$ cat src/rtl/spi_mode_pkg.sv
package spi_mode_pkg;

    typedef enum logic [1:0] {
        MODE_OFF      = 2'b00,
        MODE_MASTER   = 2'b01,
        MODE_SLV_SEL  = 2'b10,
        MODE_SLV_IDLE = 2'b11
    } spi_mode_e;

    typedef struct packed {
        logic enable;
        logic ss_ignore;
        logic master;
        logic fault;
    } ctrl_bits_t;

    typedef struct packed {
        logic pad_sel;
        logic miso_oe;
        logic mosi_oe;
        logic sck_oe;
    } pad_ctrl_t;

    localparam ctrl_bits_t CTRL_RESET = '{enable: 1'b0, ss_ignore: 1'b0,
                                          master: 1'b0, fault: 1'b0};

endpackage

$ cat src/rtl/spi_ss_sync.sv
module spi_ss_sync #(
    parameter int   STAGES    = 2,
    parameter logic RESET_VAL = 1'b1
) (
    input  logic clk,
    input  logic rst_n,
    input  logic async_in,
    output logic sync_out
);
    localparam int LAST = STAGES - 1;

    logic [LAST:0] stages_d;
    logic [LAST:0] stages_q;

    generate
        if (STAGES == 1) begin : g_single
            always_comb begin
                stages_d = async_in;
            end
        end else begin : g_chain
            always_comb begin
                stages_d = {stages_q[LAST-1:0], async_in};
            end
        end
    endgenerate

    always_ff @(posedge clk or negedge rst_n) begin
        if (!rst_n) begin
            stages_q <= {STAGES{RESET_VAL}};
        end else begin
            stages_q <= stages_d;
        end
    end

    assign sync_out = stages_q[LAST];

endmodule

$ cat src/rtl/spi_mode_regs.sv
module spi_mode_regs
    import spi_mode_pkg::*;
(
    input  logic       clk,
    input  logic       rst_n,
    input  logic       cfg_we,
    input  logic       cfg_enable,
    input  logic       cfg_ss_ignore,
    input  logic       cfg_master,
    input  logic       fault_clr,
    input  logic       ss_low,
    output ctrl_bits_t ctrl_q,
    output logic       demote
);
    ctrl_bits_t ctrl_d;

    // Demotion is judged on the registered bits, not on a pending write.
    always_comb begin
        ctrl_d = ctrl_q;
        demote = ctrl_q.enable && !ctrl_q.ss_ignore && ctrl_q.master && ss_low;
        if (cfg_we) begin
            ctrl_d.enable    = cfg_enable;
            ctrl_d.ss_ignore = cfg_ss_ignore;
            ctrl_d.master    = cfg_master;
        end
        if (fault_clr) begin
            ctrl_d.fault = 1'b0;
        end
        if (demote) begin
            ctrl_d.master = 1'b0;
            ctrl_d.fault  = 1'b1;
        end
    end

    always_ff @(posedge clk or negedge rst_n) begin
        if (!rst_n) begin
            ctrl_q <= CTRL_RESET;
        end else begin
            ctrl_q <= ctrl_d;
        end
    end

    p_demote_clears_master_r7: assert property (@(posedge clk) disable iff (!rst_n)
        (ctrl_q.enable && !ctrl_q.ss_ignore && ctrl_q.master && ss_low) |=> !ctrl_q.master);

    p_demote_sets_fault_r7: assert property (@(posedge clk) disable iff (!rst_n)
        (ctrl_q.enable && !ctrl_q.ss_ignore && ctrl_q.master && ss_low) |=> ctrl_q.fault);

    p_demote_beats_write_r8: assert property (@(posedge clk) disable iff (!rst_n)
        (demote && cfg_we && cfg_master) |=> !ctrl_q.master);

    p_fault_sticky_r9: assert property (@(posedge clk) disable iff (!rst_n)
        (ctrl_q.fault && !fault_clr) |=> ctrl_q.fault);

    p_ignore_holds_master_r10: assert property (@(posedge clk) disable iff (!rst_n)
        (ctrl_q.ss_ignore && !cfg_we) |=> $stable(ctrl_q.master));

endmodule

$ cat src/rtl/spi_mode_decode.sv
module spi_mode_decode
    import spi_mode_pkg::*;
(
    input  ctrl_bits_t ctrl,
    input  logic       ss_low,
    output spi_mode_e  mode,
    output pad_ctrl_t  pads,
    output logic       ss_active
);
    logic pin_selects;

    always_comb begin
        pin_selects = ctrl.enable && !ctrl.ss_ignore && ss_low;
        ss_active   = pin_selects;

        if (!ctrl.enable) begin
            mode = MODE_OFF;
        end else if (ctrl.ss_ignore) begin
            mode = ctrl.master ? MODE_MASTER : MODE_SLV_SEL;
        end else if (pin_selects) begin
            mode = MODE_SLV_SEL;
        end else begin
            mode = ctrl.master ? MODE_MASTER : MODE_SLV_IDLE;
        end

        unique case (mode)
            MODE_OFF:      pads = '{pad_sel: 1'b0, miso_oe: 1'b0, mosi_oe: 1'b0, sck_oe: 1'b0};
            MODE_MASTER:   pads = '{pad_sel: 1'b1, miso_oe: 1'b0, mosi_oe: 1'b1, sck_oe: 1'b1};
            MODE_SLV_SEL:  pads = '{pad_sel: 1'b1, miso_oe: 1'b1, mosi_oe: 1'b0, sck_oe: 1'b0};
            default:       pads = '{pad_sel: 1'b1, miso_oe: 1'b0, mosi_oe: 1'b0, sck_oe: 1'b0};
        endcase
    end

endmodule

$ cat src/rtl/spi_mode_ctrl.sv
module spi_mode_ctrl
    import spi_mode_pkg::*;
#(
    parameter int SYNC_STAGES = 2
) (
    input  logic       clk,
    input  logic       rst_n,
    input  logic       cfg_we,
    input  logic       cfg_enable,
    input  logic       cfg_ss_ignore,
    input  logic       cfg_master,
    input  logic       fault_clr,
    input  logic       ss_n_in,
    output logic       stat_enable,
    output logic       stat_ss_ignore,
    output logic       stat_master,
    output logic [1:0] mode,
    output logic       pad_sel,
    output logic       miso_oe,
    output logic       mosi_oe,
    output logic       sck_oe,
    output logic       ss_active,
    output logic       mode_fault
);
    logic       ss_n_sync;
    logic       ss_low;
    logic       demote;
    ctrl_bits_t ctrl_q;
    spi_mode_e  mode_w;
    pad_ctrl_t  pads_w;

    spi_ss_sync #(
        .STAGES    (SYNC_STAGES),
        .RESET_VAL (1'b1)
    ) u_ss_sync (
        .clk      (clk),
        .rst_n    (rst_n),
        .async_in (ss_n_in),
        .sync_out (ss_n_sync)
    );

    assign ss_low = !ss_n_sync;

    spi_mode_regs u_regs (
        .clk           (clk),
        .rst_n         (rst_n),
        .cfg_we        (cfg_we),
        .cfg_enable    (cfg_enable),
        .cfg_ss_ignore (cfg_ss_ignore),
        .cfg_master    (cfg_master),
        .fault_clr     (fault_clr),
        .ss_low        (ss_low),
        .ctrl_q        (ctrl_q),
        .demote        (demote)
    );

    spi_mode_decode u_decode (
        .ctrl      (ctrl_q),
        .ss_low    (ss_low),
        .mode      (mode_w),
        .pads      (pads_w),
        .ss_active (ss_active)
    );

    assign stat_enable    = ctrl_q.enable;
    assign stat_ss_ignore = ctrl_q.ss_ignore;
    assign stat_master    = ctrl_q.master;
    assign mode_fault     = ctrl_q.fault;
    assign mode           = mode_w;
    assign pad_sel        = pads_w.pad_sel;
    assign miso_oe        = pads_w.miso_oe;
    assign mosi_oe        = pads_w.mosi_oe;
    assign sck_oe         = pads_w.sck_oe;

    p_pads_off_when_disabled_r2: assert property (@(posedge clk) disable iff (!rst_n)
        !stat_enable |-> (!pad_sel && !miso_oe && !mosi_oe && !sck_oe && !ss_active));

    p_pin_select_drops_drivers_r3: assert property (@(posedge clk) disable iff (!rst_n)
        ss_active |-> (miso_oe && !mosi_oe && !sck_oe));

    p_idle_slave_miso_tristate_r4: assert property (@(posedge clk) disable iff (!rst_n)
        (stat_enable && !stat_ss_ignore && !stat_master && !ss_active) |-> !miso_oe);

    p_single_driver_side_r5: assert property (@(posedge clk) disable iff (!rst_n)
        miso_oe |-> !(mosi_oe || sck_oe));

    p_demote_observed_r7: assert property (@(posedge clk) disable iff (!rst_n)
        (demote && !fault_clr) |=> (mode_fault && !stat_master));

endmodule

$ cat config.mk
export PLATFORM = sky130hd
export DESIGN_NAME = spi_mode_ctrl
export DESIGN_NICKNAME = d
export VERILOG_FILES = /design/src/rtl/spi_mode_pkg.sv /design/src/rtl/spi_ss_sync.sv /design/src/rtl/spi_mode_regs.sv /design/src/rtl/spi_mode_decode.sv /design/src/rtl/spi_mode_ctrl.sv
export SDC_FILE = /design/constraint.sdc
export NUM_CORES = 1
export LEC_CHECK = 0
export BUFFER_PORTS_ARGS = -buffer_cell sky130_fd_sc_hd__buf_2
export CAP_MARGIN = 20
export CELL_PAD_IN_SITES_DETAIL_PLACEMENT = 1
export CELL_PAD_IN_SITES_GLOBAL_PLACEMENT = 1
export CORE_AREA = 2 2 39 41
export CTS_CLUSTER_SIZE = 14
export DETAILED_ROUTE_END_ITERATION = 12
export DIE_AREA = 0 0 41 43
export PLACE_DENSITY = 0.71
export SYNTH_ARGS = -nofsm -noshare
export SYNTH_HDL_FRONTEND = slang
export SYNTH_SLANG_ARGS = --single-unit
$ cat constraint.sdc
create_clock -name clk -period 2.05 [get_ports clk]
set_input_delay 0.615 -clock clk [delete_from_list [all_inputs] [get_ports clk]]
set_output_delay 0.615 -clock clk [all_outputs]
set_load 0.05 [all_outputs]
==> Word-level counts from Yosys, hierarchy flattened <==
Cells that the tools add are included.
{ "totals": {"ff_bits": 6, "in_bits": 8, "out_inout_bits": 11} }
{ "op_classes": {"eq_ne": 2, "mux": 9, "n_reduce_logical": 9} }
{ "ops": {"columns": ["cell", "count"], "rows": [
  ["2-to-1 mux 2 bit", 6],
  ["one-hot mux 4 bit (3 select lines)", 1],
  ["logical AND 1 bit", 4],
  ["nonzero test 2 bit", 2],
  ["== test 2 x 1 -> 1 bit (second input constant)", 1],
  ["== test 2 bit (second input constant)", 1],
  ["logical NOT 1 bit", 2],
  ["logical NOT 2 bit", 1],
  ["2-to-1 mux 1 bit", 2]
]} }

==> Longest topological paths before layout <==
{ "logic_depth": {"word_depth": 8, "ltp_mapped": 3} }

==> By module <==
From an unflattened synthesis, not the netlist that was laid out.
{ "hier_totals": {"hier_cells": 24, "hier_area_um2": 276.5} }
{ "modules_own_cells": {"columns": ["mod", "n_inst", "cells_per_inst", "area_each_um2", "seq_area_each_um2"], "rows": [
  ["spi_mode_regs", 1, 11, 158.9, 100.1],
  ["spi_mode_decode", 1, 10, 61.3, 0.0],
  ["spi_ss_sync", 1, 2, 52.6, 52.6],
  ["spi_mode_ctrl", 1, 1, 3.8, 0.0]
]} }

==> Worst setup path before layout <==
OpenSTA, ideal clock, no wires.
{ "synth_path": {"kind": "reg-to-output", "start": "register, netlist name u_regs.ctrl_q[2]", "end": "output sck_oe", "arrival_time_ns": 1.870, "t_required_ns": 1.435, "slack_ns": -0.435, "stages_incl_launch_ff": 4, "n_path_buf": 1, "path_cell_list": "dfrtp_1 nor2_1 nor2_1 buf_4"} }
{ "synth_via": {"elab_chain_len": 8} }
{ "synth_lines": {"columns": ["item", "line_no", "text"], "rows": [
  ["logical NOT 1 bit", "spi_mode_decode.sv:13", "pin_selects = ctrl.enable && !ctrl.ss_ignore && ss_low;"],
  ["logical AND 1 bit (2 in series)", "spi_mode_decode.sv:13", null],
  ["2-to-1 mux 2 bit", "spi_mode_decode.sv:20", "end else if (pin_selects) begin"],
  ["2-to-1 mux 2 bit (*)", "spi_mode_decode.sv:18", "end else if (ctrl.ss_ignore) begin"],
  ["2-to-1 mux 2 bit (*)", "spi_mode_decode.sv:16", "if (!ctrl.enable) begin"],
  ["== test 2 bit, or another cell as far along", "spi_mode_decode.sv:26", "unique case (mode)"],
  ["one-hot mux 4 bit (3 select lines) (*)", "spi_mode_decode.sv:26", null],
  ["end: declaration", "spi_mode_ctrl.sv:21", "output logic sck_oe,"]
]} }
Mark *: on every way between the ends. The rest lies on a longest branch, timed or not.

==> Worst setup path in the final report <==
{ "layout_path": {"start": "register, netlist name u_regs.ctrl_q[2]", "end": "output miso_oe"} }
{ "layout_via": {"elab_chain_len": 8} }
{ "layout_lines": {"columns": ["item", "line_no", "text"], "rows": [
  ["logical NOT 1 bit", "spi_mode_decode.sv:13", null],
  ["logical AND 1 bit (2 in series)", "spi_mode_decode.sv:13", null],
  ["2-to-1 mux 2 bit", "spi_mode_decode.sv:20", null],
  ["2-to-1 mux 2 bit (*)", "spi_mode_decode.sv:18", null],
  ["2-to-1 mux 2 bit (*)", "spi_mode_decode.sv:16", null],
  ["== test 2 bit, or another cell as far along", "spi_mode_decode.sv:26", null],
  ["one-hot mux 4 bit (3 select lines) (*)", "spi_mode_decode.sv:26", null],
  ["end: declaration", "spi_mode_ctrl.sv:19", "output logic miso_oe,"]
]} }
Marks and branches as above.

==> out/metrics.csv <==
stage,metric,value,unit
cells_and_area,Final Util,29.9,%
clock_network,Post-CTS Hold Fix Bufs,0,
sta,fin crit period,1910,ps
global_route,pin count of the biggest net entering global routing,10,
routing,via count,254,
yosys,top_reg_cell synth,dfrtp_1,
clock_network,postcts setup bufs,0,
worst_setup_path,WP data arrival,1290,ps
cells_and_area,Nets,52,
cells_and_area,synth-to-layout area growth,54.0,%
floorplan,Die Ht,43,um
worst_setup_path,CP Capture Type,primary output,
clock_network,clock buffer count from CTS,3,
clock_network,root buffer cell,clkbuf_4,
yosys,sequential fraction of the synthesis area,56.7,%
routing,Detailed Route Iter0 Violations,2,
sta,final hold violations,0,
sta,final worst-path cycle share,93.0,%
routing,Via density,4.31,
clock_network,clock slew at reported path FFs,50,ps
worst_setup_path,crit-path max FO,6,
floorplan,# IOs,19,
global_route,vias in the first global route,263,
yosys,synth top area cells,"dfrtp_1 37%, dfstp_2 20%, mux2i_1 7.4%, and2_1 7.0%, mux2_1 4.2%",
sta,slew of the pin with the lowest slew margin,258,ps
sta,setup TNS,0,ps
floorplan,Core ar.,1380,um^2
place,Post-Place Cells,55,
yosys,Post-synth EDFFs,0,
cells_and_area,area of the multi-input gates,118,um^2
yosys,Cells after Synth,23,
clock_network,CTS tree,done,
yosys,Avg Inst Size Synth,11.7,um^2
floorplan,Die W,41,um
sta,max frequency,524,MHz
yosys,Syn. warnings,0,
run_status,status,completed,
cells_and_area,share of layout cells above drive strength 1,69.8,%
power_and_ir_drop,PwrDens,993,nW/um^2
sta,Final Max Slew Viols,0,
yosys,post-synth cell types,15,
floorplan,initial core utilization,19.4,%
clock_network,clock sinks,6,
flow_run,Max Cap Viol,0,
global_route,grt ovf,0,
yosys,"top cells by count, synth","4 x dfrtp_1, 3 x and2_1, 2 x dfstp_2, 2 x mux2i_1, 2 x nor2_1",
place,post-DP HPWL,591,um
worst_hold_path,min-delay worst type,primary input to asynchronous set/reset pin,
routing,WL per Instance,11.7,um
global_route,initial antenna violation count,0,
sta,Max Clock Skew,10.8,ps
cells_and_area,Filler Cells Inserted,175,
yosys,register bit total from synthesis,6,
routing,DRT Pass-1 Iters,2,
floorplan,num rows,14,
cells_and_area,register area,154,um^2
yosys,syn_nets,31,
sta,Max-slew headroom,82.9,%
clock_network,H-Tree Depth,1,
power_and_ir_drop,VDD IR-drop max,0.317,mV
yosys,ys async rst share,100,%
worst_setup_path,data required time of the critical path,1430,ps
cells_and_area,fin cells,59,
worst_setup_path,register-to-register setup slack,1140,ps
clock_network,Skew-Pair Late Insertion Delay,250,ps
place,dpl cell area,378,um^2
global_route,GR Util All Layers,9.49,%
worst_setup_path,CP Launch Type,register,
routing,final WL,688,um
floorplan,full die area,1760,um^2
routing,DR DRC count,0,
worst_setup_path,Crit Path Category,register to primary output,
cells_and_area,ant diodes,0,
sta,unrepaired setup endpoints after global routing,false,
place,Port Buffers,18,
yosys,cell accounting for the most synthesized area,dfrtp_1,
power_and_ir_drop,leakage,0.203,nW
yosys,Mapped Area,269,um^2
yosys,most common cell in the netlist,dfrtp_1,
global_route,first-pass GRT wire length,1090,um
yosys,Yosys top cell area share,37.2,%
sta,Final Setup Violations,0,
clock_network,Clock Path Buffers,2,
cells_and_area,design area,414,um^2
place,RePlAce Congestion,0.623,
routing,Routed Antenna Nets,0,
where the power goes:
part | switching (W) | leakage (nW) | internal (W)
registers | 0.0000151 | 0.0689 | 0.000131
logic | 0.000107 | 0.119 | 0.0000383
clock network | 0.0000456 | 0.0150 | 0.0000739
total | 0.000168 | 0.203 | 0.000243
final cells by class:
class                           count  share of cell area (%)
Multi-Input combinational cell     14                    28.4
Inverter                            1                   0.906
Sequential cell                     6                    37.2
Timing Repair Buffer               18                    22.4
Tap cell                           16                    4.83
Clock buffer                        4                    6.34
critical path, cell delays in order, from the launching register on:
cell and delay, ps:
dfrtp_2 410, mux2i_2 250, and2_1 160, clkbuf_4 230
logic make-up (layout without fill, tap and decap cells):
group / after synthesis / after routing / share of synthesized area [%]
AND/OR/NAND/NOR: 7 / 7 / 14.4
flip-flops: 6 / 6 / 56.7
multiplexers: 4 / 4 / 15.8
AO/OA/AOI/OAI: 3 / 3 / 7.44
buffers and inverters: 3 / 23 / 5.58
sequential cells by signal (all words and copies together) (netlist names):
signal / flops
u_regs.ctrl_q: 4
u_ss_sync.stages_q: 2
path summary, 6_finish.rpt:
check	from	end	cells past startpoint
max in group asynchronous	rst_n	u_ss_sync.stages_q[1]$_DFF_PN1_	1
min in group clk	u_ss_sync.stages_q[0]$_DFF_PN1_	u_ss_sync.stages_q[1]$_DFF_PN1_	0
min	rst_n	u_regs.ctrl_q[1]$_DFFE_PN0P_	1
min reg2reg	u_ss_sync.stages_q[0]$_DFF_PN1_	u_ss_sync.stages_q[1]$_DFF_PN1_	0
max	u_regs.ctrl_q[2]$_DFFE_PN0P_	miso_oe	3
max reg2reg	u_regs.ctrl_q[3]$_DFFE_PN0P_	u_regs.ctrl_q[0]$_DFFE_PN0P_	2
what timing repair did:
| action | CTS | global route |
|---|---|---|
| gates resized for setup | 0 | 4 |
| endpoints found under the hold margin | 0 | 0 |
| endpoints found under the setup margin | 0 | 2 |
metrics by stage:
step	hold slack, ps	power (W)	setup WS, ps
after detailed placement	350	0.000291	315
final	178	0.000411	143
after CTS	171	0.000416	36.7
after floorplan	319	0.000256	-23.8
after global routing	172	0.000439	52.9
after global placement	346	0.000289	329
metal layers:
metal | up-vias | GRT usage (%) | part of all wire [%]
li1 | 118 | - | -
met1 | 117 | 10.5 | 46
met2 | 19 | 13.8 | 42
met3 | 0 | 3.14 | 12
met4 | 0 | 8.00 | 0
met5 | - | 0 | 0
cells in the final DEF, fill, tap and decap left out, types with 2 or more instances in the layout:
cell type	instances
clkbuf_4	4
dfrtp_1	3
dfstp_2	2
and2_1	3
buf_2	17
Note: power is estimated with default switching activity, not from simulation.
